--- src/rtl/spiwp_pkg.sv ---
package spiwp_pkg;

    localparam logic [7:0] OP_WEL_SET    = 8'h06;
    localparam logic [7:0] OP_WEL_CLR    = 8'h04;
    localparam logic [7:0] OP_STAT_WR    = 8'h01;
    localparam logic [7:0] OP_SLEEP      = 8'hB9;
    localparam logic [7:0] OP_WAKE       = 8'hAB;
    localparam logic [7:0] OP_READ       = 8'h03;
    localparam logic [7:0] OP_PROG       = 8'h02;
    localparam logic [7:0] OP_PROG4      = 8'h38;
    localparam logic [7:0] OP_PROG_CONT  = 8'hAD;
    localparam logic [7:0] OP_ERASE_SEC  = 8'h20;
    localparam logic [7:0] OP_ERASE_HALF = 8'h52;
    localparam logic [7:0] OP_ERASE_BLK  = 8'hD8;
    localparam logic [7:0] OP_ERASE_ALLA = 8'h60;
    localparam logic [7:0] OP_ERASE_ALLB = 8'hC7;
    localparam logic [7:0] OP_LOCK_ONE   = 8'h36;
    localparam logic [7:0] OP_UNLOCK_ONE = 8'h39;
    localparam logic [7:0] OP_LOCK_ALL   = 8'h7E;
    localparam logic [7:0] OP_UNLOCK_ALL = 8'h98;

    typedef struct packed {
        logic known;
        logic need_wel;
        logic clr_wel;
        logic set_wel;
        logic addr_chk;
        logic chip_all;
        logic stat_wr;
        logic sleep_in;
        logic wake;
    } cmd_cls_t;

    typedef enum logic [1:0] {
        ST_IDLE,
        ST_EVAL,
        ST_SLEEP,
        ST_SLEEP_EVAL
    } wp_state_t;

endpackage

--- src/rtl/wp_cmd_decode.sv ---
module wp_cmd_decode
    import spiwp_pkg::*;
(
    input  logic [7:0] op,
    output cmd_cls_t   cls
);
    always_comb begin
        cls = '0;
        unique case (op)
            OP_WEL_SET: begin
                cls.known   = 1'b1;
                cls.set_wel = 1'b1;
            end
            OP_WEL_CLR: begin
                cls.known   = 1'b1;
                cls.clr_wel = 1'b1;
            end
            OP_STAT_WR: begin
                cls.known    = 1'b1;
                cls.need_wel = 1'b1;
                cls.clr_wel  = 1'b1;
                cls.stat_wr  = 1'b1;
            end
            OP_PROG, OP_PROG4, OP_PROG_CONT,
            OP_ERASE_SEC, OP_ERASE_HALF, OP_ERASE_BLK: begin
                cls.known    = 1'b1;
                cls.need_wel = 1'b1;
                cls.clr_wel  = 1'b1;
                cls.addr_chk = 1'b1;
            end
            OP_ERASE_ALLA, OP_ERASE_ALLB: begin
                cls.known    = 1'b1;
                cls.need_wel = 1'b1;
                cls.clr_wel  = 1'b1;
                cls.chip_all = 1'b1;
            end
            OP_LOCK_ONE, OP_UNLOCK_ONE, OP_LOCK_ALL, OP_UNLOCK_ALL: begin
                cls.known    = 1'b1;
                cls.need_wel = 1'b1;
                cls.clr_wel  = 1'b1;
            end
            OP_READ: begin
                cls.known = 1'b1;
            end
            OP_SLEEP: begin
                cls.known    = 1'b1;
                cls.sleep_in = 1'b1;
            end
            OP_WAKE: begin
                cls.known = 1'b1;
                cls.wake  = 1'b1;
            end
            default: cls = '0;
        endcase
    end
endmodule

--- src/rtl/wp_region.sv ---
module wp_region #(
    parameter int ADDR_W = 24,
    parameter int BLK_W  = 8,
    parameter int BP_W   = 4
) (
    input  logic [BP_W-1:0]   code,
    input  logic [ADDR_W-1:0] addr,
    output logic              hit
);
    localparam int NBLK = 1 << BLK_W;
    localparam logic [BP_W-1:0] CODE_ALL = '1;

    logic [BLK_W-1:0] blk;
    int               span;

    assign blk = addr[ADDR_W-1 -: BLK_W];

    // code n (1 .. all-ones minus one) guards the top 2^(n-1) blocks
    always_comb begin
        span = 0;
        hit  = 1'b0;
        if (code == '0) begin
            hit = 1'b0;
        end else if (code == CODE_ALL) begin
            hit = 1'b1;
        end else if ((int'(code) - 1) >= BLK_W) begin
            hit = 1'b1;
        end else begin
            span = 1 << (int'(code) - 1);
            hit  = int'(blk) >= (NBLK - span);
        end
    end
endmodule

--- src/rtl/spi_wp_ctrl.sv ---
module spi_wp_ctrl
    import spiwp_pkg::*;
#(
    parameter int ADDR_W = 24,
    parameter int BLK_W  = 8,
    parameter int BP_W   = 4,
    parameter int CNT_W  = 12
) (
    input  logic              clk,
    input  logic              rst_n,
    input  logic              cmd_valid,
    input  logic [7:0]        cmd_op,
    input  logic [CNT_W-1:0]  cmd_bits,
    input  logic [ADDR_W-1:0] cmd_addr,
    input  logic [7:0]        cmd_data,
    input  logic              wp_n,
    input  logic              quad_en,
    input  logic [ADDR_W-1:0] q_addr,
    output logic              q_prot,
    output logic              grant,
    output logic              reject,
    output logic              wel,
    output logic [BP_W-1:0]   bp,
    output logic              srwd,
    output logic              dpd
);
    localparam int N_PORTS  = 2;
    localparam int SR_LOCK  = 7;
    localparam int BP_LSB   = 2;

    wp_state_t         state_q, state_d;
    logic [7:0]        cap_op;
    logic [CNT_W-1:0]  cap_bits;
    logic [ADDR_W-1:0] cap_addr;
    logic [7:0]        cap_data;
    logic              wel_q, srwd_q, grant_q, reject_q;
    logic [BP_W-1:0]   bp_q;
    cmd_cls_t          cls;
    logic              len_ok, pin_lock, evaluating, accept, take;
    logic [ADDR_W-1:0] probe_addr [N_PORTS];
    logic [N_PORTS-1:0] probe_hit;

    wp_cmd_decode u_dec (
        .op  (cap_op),
        .cls (cls)
    );

    assign probe_addr[0] = cap_addr;
    assign probe_addr[1] = q_addr;

    for (genvar g = 0; g < N_PORTS; g++) begin : g_region
        wp_region #(
            .ADDR_W (ADDR_W),
            .BLK_W  (BLK_W),
            .BP_W   (BP_W)
        ) u_region (
            .code (bp_q),
            .addr (probe_addr[g]),
            .hit  (probe_hit[g])
        );
    end

    assign len_ok     = (cap_bits != '0) && (cap_bits[2:0] == 3'b000);
    assign pin_lock   = srwd_q && !wp_n && !quad_en;
    assign evaluating = (state_q == ST_EVAL) || (state_q == ST_SLEEP_EVAL);
    assign take       = cmd_valid && ((state_q == ST_IDLE) || (state_q == ST_SLEEP));

    always_comb begin
        accept = 1'b0;
        if (state_q == ST_EVAL) begin
            accept = len_ok && cls.known
                  && !(cls.need_wel && !wel_q)
                  && !(cls.addr_chk && probe_hit[0])
                  && !(cls.chip_all && (bp_q != '0))
                  && !(cls.stat_wr && pin_lock);
        end else if (state_q == ST_SLEEP_EVAL) begin
            accept = len_ok && cls.wake;
        end
    end

    // next-state
    always_comb begin
        state_d = state_q;
        unique case (state_q)
            ST_IDLE:       if (cmd_valid) state_d = ST_EVAL;
            ST_EVAL:       state_d = (accept && cls.sleep_in) ? ST_SLEEP : ST_IDLE;
            ST_SLEEP:      if (cmd_valid) state_d = ST_SLEEP_EVAL;
            ST_SLEEP_EVAL: state_d = accept ? ST_IDLE : ST_SLEEP;
            default:       state_d = ST_IDLE;
        endcase
    end

    // state register
    always_ff @(posedge clk or negedge rst_n) begin
        if (!rst_n) state_q <= ST_IDLE;
        else        state_q <= state_d;
    end

    // outputs, capture and protection registers
    always_ff @(posedge clk or negedge rst_n) begin
        if (!rst_n) begin
            cap_op   <= '0;
            cap_bits <= '0;
            cap_addr <= '0;
            cap_data <= '0;
            wel_q    <= 1'b0;
            srwd_q   <= 1'b0;
            bp_q     <= '0;
            grant_q  <= 1'b0;
            reject_q <= 1'b0;
        end else begin
            grant_q  <= evaluating && accept;
            reject_q <= evaluating && !accept;
            if (take) begin
                cap_op   <= cmd_op;
                cap_bits <= cmd_bits;
                cap_addr <= cmd_addr;
                cap_data <= cmd_data;
            end
            if (evaluating && accept) begin
                if (cls.set_wel) wel_q <= 1'b1;
                if (cls.clr_wel) wel_q <= 1'b0;
                if (cls.stat_wr) begin
                    bp_q   <= cap_data[BP_LSB +: BP_W];
                    srwd_q <= cap_data[SR_LOCK];
                end
            end
        end
    end

    assign grant  = grant_q;
    assign reject = reject_q;
    assign wel    = wel_q;
    assign bp     = bp_q;
    assign srwd   = srwd_q;
    assign dpd    = (state_q == ST_SLEEP) || (state_q == ST_SLEEP_EVAL);
    assign q_prot = probe_hit[1];

    a_r2_len_discard: assert property (@(posedge clk) disable iff (!rst_n)
        (evaluating && !len_ok) |=> (reject && $stable(wel) && $stable(bp) && $stable(srwd)));

    a_r3_wel_gate: assert property (@(posedge clk) disable iff (!rst_n)
        (state_q == ST_EVAL && cls.need_wel && !wel) |=> !grant);

    a_r4_clear_on_grant: assert property (@(posedge clk) disable iff (!rst_n)
        $fell(wel) |-> grant);

    a_r5_single_pulse: assert property (@(posedge clk) disable iff (!rst_n)
        (grant || reject) |=> !(grant || reject));

    a_r6_sleep_gate: assert property (@(posedge clk) disable iff (!rst_n)
        (state_q == ST_SLEEP_EVAL && !cls.wake) |=> (!grant && dpd));

    a_r8_prot_block: assert property (@(posedge clk) disable iff (!rst_n)
        (state_q == ST_EVAL && cls.addr_chk && probe_hit[0]) |=> (reject && $stable(wel)));

    a_r9_pin_lock: assert property (@(posedge clk) disable iff (!rst_n)
        (state_q == ST_EVAL && cls.stat_wr && pin_lock) |=> (reject && $stable(bp) && $stable(srwd)));

endmodule

--- config.mk ---
export PLATFORM = sky130hd
export DESIGN_NAME = spi_wp_ctrl
export DESIGN_NICKNAME = d
export VERILOG_FILES = /design/src/rtl/spiwp_pkg.sv /design/src/rtl/wp_cmd_decode.sv /design/src/rtl/wp_region.sv /design/src/rtl/spi_wp_ctrl.sv
export SDC_FILE = /design/constraint.sdc
export NUM_CORES = 1
export LEC_CHECK = 0
export BUFFER_PORTS_ARGS = -buffer_cell sky130_fd_sc_hd__buf_2
export CORE_MARGIN = 3
export CORE_UTILIZATION = 44
export CTS_CLUSTER_DIAMETER = 30
export CTS_CLUSTER_SIZE = 30
export DETAILED_ROUTE_END_ITERATION = 10
export PLACE_DENSITY_LB_ADDON = 0.05
export SLEW_MARGIN = 15
export SYNTH_ARGS = -nofsm -noshare
export SYNTH_HDL_FRONTEND = slang
export SYNTH_SLANG_ARGS = --single-unit
--- constraint.sdc ---
create_clock -name clk -period 8.4 [get_ports clk]
set_input_delay 1.68 -clock clk [delete_from_list [all_inputs] [get_ports clk]]
set_output_delay 1.68 -clock clk [all_outputs]
set_load 0.03 [all_outputs]
-- After elaboration in Yosys (flattened, before gate mapping)
Index checks and enable logic that the tools add are counted.
- eq/ne operators: 24
- reduce and logical (&&, ||, !) cells: 42
- $lt $le $gt $ge: 3
- $add $sub $neg: 2
- mux-type cells: 24
- shift-type cells: 1
- bitwise gates (word level): 0
- $mul: 0
- divide/modulo/power cells: 0
- operators with widths (operator ; count):
    $ge 9x32->1 ; 2
    $eq 8x8->1 const B ; 6
    $eq 8x6->1 const B ; 4
    $ge 32x5->1 const B ; 1
    $shl 1x32->32 const A ; 1
    $sub 10x32->32 const A ; 1
    $eq 8x7->1 const B ; 3
    $mux 1 ; 19
    $reduce_or 18->1 ; 1
    $logic_and 1x1->1 ; 17
    $eq 8x2->1 const B ; 2
    $eq 8x3->1 const B ; 2
    $reduce_or 14->1 ; 1
    $reduce_or 13->1 ; 1
    $reduce_bool 12->1 ; 1
    $eq 8x1->1 const B ; 1
    $logic_not 1->1 ; 8
    $mux 2 ; 4
    $pmux 2 s4 ; 1
    $reduce_and 2->1 ; 3
    $reduce_or 6->1 ; 1
    $sub 4x1->5 const B ; 1
    $eq 2x2->1 const B ; 2
    $eq 4x4->1 const B ; 1
    9 further kinds ; 12
- register bits after elaboration: 62
- logic and storage cells: 106
- input bits: 81
- bits in read-only memories: 0
- RAM bits: 0
- output and inout port bits: 10
- latch bits: 0
- memories: 0

-- Depth between registers and ports, before layout
- depth after elaboration: 16
- gate-level depth with buffers: 20
- depth with buffers taken out: 16

-- Modules after synthesis
A second synthesis with hierarchy kept.
- cells, all modules: 391
- area total of the unflattened synthesis: 4022.6 um^2
- modules (own cells, without submodules) (module ; area each (um^2) ; times used ; seq. area each (um^2) ; cells an instance):
    spi_wp_ctrl ; 2274.7 ; 1 ; 1476.4 ; 143
    wp_region at g_region[0].u_region ; 685.7 ; 1 ; 0.0 ; 90
    wp_region at g_region[1].u_region ; 644.4 ; 1 ; 0.0 ; 98
    wp_cmd_decode ; 417.9 ; 1 ; 0.0 ; 60

-- Worst setup path before layout
No wires, ideal clock.
- path type: register -> output
- start: register bp_q[0] (netlist: bp[0])
- end: output port q_prot
- arrival: 4.258 ns
- cell stages (with the launch flop): 17
- path buffers: 3
- setup slack: 2.462 ns
- path through: dfrtp_1 -> clkbuf_1 -> inv_1 -> ha_1 -> clkbuf_1 -> clkbuf_1 -> o31ai_1 -> nand3_1 -> ha_1 -> o41ai_1 -> ha_1 -> a31oi_1 -> o21ai_0 -> maj3_1 -> maj3_1 -> nand4_1 -> nand3_1
- cells in the longest elaborated chain, start to end: 7
- elaborated cells between the ends (all ways): 10
- classes of those cells: 2 x add/sub; 2 x order compare; 1 x eq/ne; 1 x shift; 3 x mux; 1 x reduce/logical
- ends and longest elaborated chain (item ; RTL line ; source):
    start, declared ; spi_wp_ctrl.sv:37 ; logic [BP_W-1:0] bp_q;
    start signal, assigned ; spi_wp_ctrl.sv:124 ; bp_q <= cap_data[BP_LSB +: BP_W];
    $sub 4x1->5 ; wp_region.sv:26, wp_region.sv:29 ;
    $shl 1x32->32 ; wp_region.sv:29 ; span = 1 << (int'(code) - 1);
    $sub 10x32->32 ; wp_region.sv:30 ; hit = int'(blk) >= (NBLK - span);
    $ge 9x32->1 ; wp_region.sv:30 ;
    $mux 1 ; wp_region.sv:26 ; end else if ((int'(code) - 1) >= BLK_W) begin
    $mux 1 ; wp_region.sv:24 ; end else if (code == CODE_ALL) begin
    $mux 1 (*) ; wp_region.sv:22 ; if (code == '0) begin
    end, declared ; spi_wp_ctrl.sv:19 ; output logic q_prot,
Every way passes the cells marked *; elsewhere a longest branch is shown, timed or not.

-- Worst setup path after layout
Ends and elaborated chain as after synthesis.

==> metrics.yaml <==
synth:
  ys.flop_type: "dfrtp_1"
  synthMuxAreaShare_pct: 13.2
  ys.warnings.count: 0
  synth-edff-count: 0
  synth_compound_area_share_pct: 13.9
  synth_top_area_cell: "dfrtp_1"
  netlist_area_mm2: 0.00280
  synth_fp_nets: 369
  synth_top_family_by_area: "simple AND/OR/NAND/NOR gates"
  seq_area_frac_synth_pct: 38.4
  synth_top_area_share_pct: 38.4
  ys_ff_latch: 43
  synthAdderAreaFrac_pct: 8.22
  synth_area_leaders: "dfrtp_1 38%, mux2_2 13%, ha_1 7.1%"
  synthArstFlopShare_pct: 100
  syn_avg_cell_area_um2: 10.3
  synth_cells: 272
  synth_cell_types: 57
  synth_xor_area_share_pct: 1.25
  yosys.area_share.simple_pct: 19.8
detailed_routing:
  first_iter_violations: 62
  vias: 2183
  drcViolationCount: 0
  final_antenna_net_count: 0
  first_pass_iters: 4
  vias_per_cell: 5.60
  routed_wl_mm: 5.89
  wl_per_cell_um: 15.1
job:
  maxCapViolations: 0
die:
  core_area_mm2: 0.00603
  start_util_pct: 46.5
  rows: 28
  die_x_um: 85.8
  die_y_um: 85.8
  pin_count: 91
  dieArea_mm2: 0.00736
global_route:
  track_usage_pct: 17.0
  antenna_found_initial: 0
  grt.overflow.total: 0
  grt_pass1_wl_mm: 10.0
  grt_start_max_net_pins: 44
  grt_pass1_vias: 2113
final_layout:
  multi_input_area_mm2: 0.00158
  final_common_cell: "buf_2"
  fillers: 584
  drive_gt1_share_pct: 35.6
  nets: 411
  final_cell_mix: "55 x buf_2, 43 x dfrtp_1, 32 x mux2_2"
  utilization_pct: 52.9
  register_area_mm2: 0.00108
  area_growth_pct: 13.8
  insertedDiodeCount: 0
sta:
  maxSlewHeadroom_pct: 36.6
  period_needed_ps: 6570
  max_freq_mhz: 152
  slew_violations: 0
  period_share_pct: 78.2
  hold_viol_final: 0
  fin_worst_skew_ps: 12.2
  tightest_slew_ps: 951
  tns_ps: 0
  setup_viol: 0
  rsz0062_at_grt: "false"
setup_path:
  startpoint_type: "register"
  rr_worst_depth: 14
  worst-setup-path-type: "reg2out"
  cp.arrival_ps: 4890
  end_kind: "primary output"
  worstPathRequired_ps: 6720
  critPathMaxFanout: 16
cts:
  clk_pin_slew_ps: 90
  root_buffer: "clkbuf_8"
  cts_sinks: 43
  cts_setup_buffers: 0
  clk_path_buf_depth: 2
  cts_tree: "yes"
  ctsResizeCount: 0
  h-tree-depth: 2
  clkLatencyLatePin_ps: 300
  ctsHoldBuffers: 0
  cts_buffers: 5
power_and_ir_drop:
  p_total_uw: 498
  p_leak_uw: 0.00132
  irDropWorstVdd_mv: 0.111
  p_per_area_mw_per_mm2: 156
outcome:
  outcome: "finished, final reports clean"
place:
  routabilityCongestion: 0.810
  post-dp-hpwl_mm: 4.46
  port_buffers: 55
hold_path:
  holdPathStages: 1
  hold_class: "reg2reg"
[worst paths after layout]
path                            slack [ps]          end         from
worst min register to register         510  cap_bits[9]  cap_bits[9]
worst max register to register        3300   state_q[1]        bp[0]
worst min-delay path                   510  cap_bits[9]  cap_bits[9]
min in group asynchronous             1530        bp[3]        rst_n
max in group asynchronous             6280   state_q[1]        rst_n
worst max-delay path                  1830       q_prot        bp[0]
[cell type report]
type | instances | share of cell area, %
multi-input cells | 197 | 49.6
flip-flops and latches | 43 | 33.8
repair buffers | 56 | 8.87
well taps | 75 | 2.94
clock buffers | 5 | 2.16
clock inverters | 3 | 1.37
inverters | 11 | 1.30
[critical path, stage by stage (launching register included)]
cell and delay [ps]:
dfrtp_1 560, inv_1 140, ha_1 410, o31ai_1 580, nand3_1 260, ha_1 300
o41ai_1 640, ha_1 360, a31oi_1 160, o21ai_0 120, maj3_1 360, maj3_1 350
nand4_1 90, nand3_1 70, buf_2 180
[stage by stage]
stage | hold WS, ps | area (um^2) | setup slack (ps) | instances
final | 512 | 3190 | 1830 | 390
after global routing | 538 | 3190 | 1600 | 390
after CTS | 518 | 3190 | 1880 | 390
after detailed placement | 497 | 3070 | 2220 | 382
after global placement | 491 | 3070 | 2290 | 382
after floorplan | 481 | 2800 | 2460 | 272
[state kept, by name, indices dropped and copies added (netlist names)]
signal	count
srwd	1
reject	1
cap_data	5
cap_bits	12
wel	1
grant	1
state_q	2
bp	4
cap_op	8
cap_addr	8
[logic make-up (layout without fill, tap and decap cells)]
family,count (synthesis),after routing
AOI/OAI and AO/OA,50,50
muxes,33,33
xor gates and xnor gates,4,4
DFF,43,43
and+or+nand+nor,91,91
adders and majority gates,19,19
buffers and inverters,32,75
[layer usage]
layer	vias up	part of all wire (%)	global-route usage, %
met1	1032	48	23.0
li1	1101	-	-
met4	0	1.1	4.32
met2	45	47	27.7
met5	-	0	0
met3	5	4.5	3.55
[report_power, final]
group          leakage (uW)  internal, uW  switching [uW]  total (uW)
Sequential         0.000487           231            27.2         258
Clock             0.0000581          88.5            71.9         160
Combinational      0.000771          47.3            32.2        79.5
[Yosys cell counts, drive strengths merged, types with 2 or more instances]
| library cell | number |
|---|---|
| inv | 11 |
| a21oi | 3 |
| nand3 | 6 |
| a22o | 6 |
| xnor2 | 2 |
| nor2 | 10 |
| nor4b | 8 |
| o211ai | 2 |
| o311ai | 2 |
| nand3b | 5 |
| nand2 | 19 |
| o21ai | 6 |
| or4 | 2 |
| nand2b | 8 |
| maj3 | 3 |
| a31oi | 3 |
| nor4 | 7 |
| o31ai | 3 |
| mux2 | 32 |
| or4b | 2 |
| o41ai | 2 |
| buf | 9 |
| a211oi | 2 |
| xor2 | 2 |
| nor2b | 5 |
| o221ai | 3 |
| o2111ai | 2 |
| nor3 | 3 |
| nor4bb | 2 |
| ha | 16 |
| nand4 | 2 |
| dfrtp | 43 |
| a21boi | 4 |
| or3 | 4 |
| a21o | 6 |
| clkbuf | 12 |
| o32ai | 2 |
Note: power is estimated with default switching activity, not from simulation.
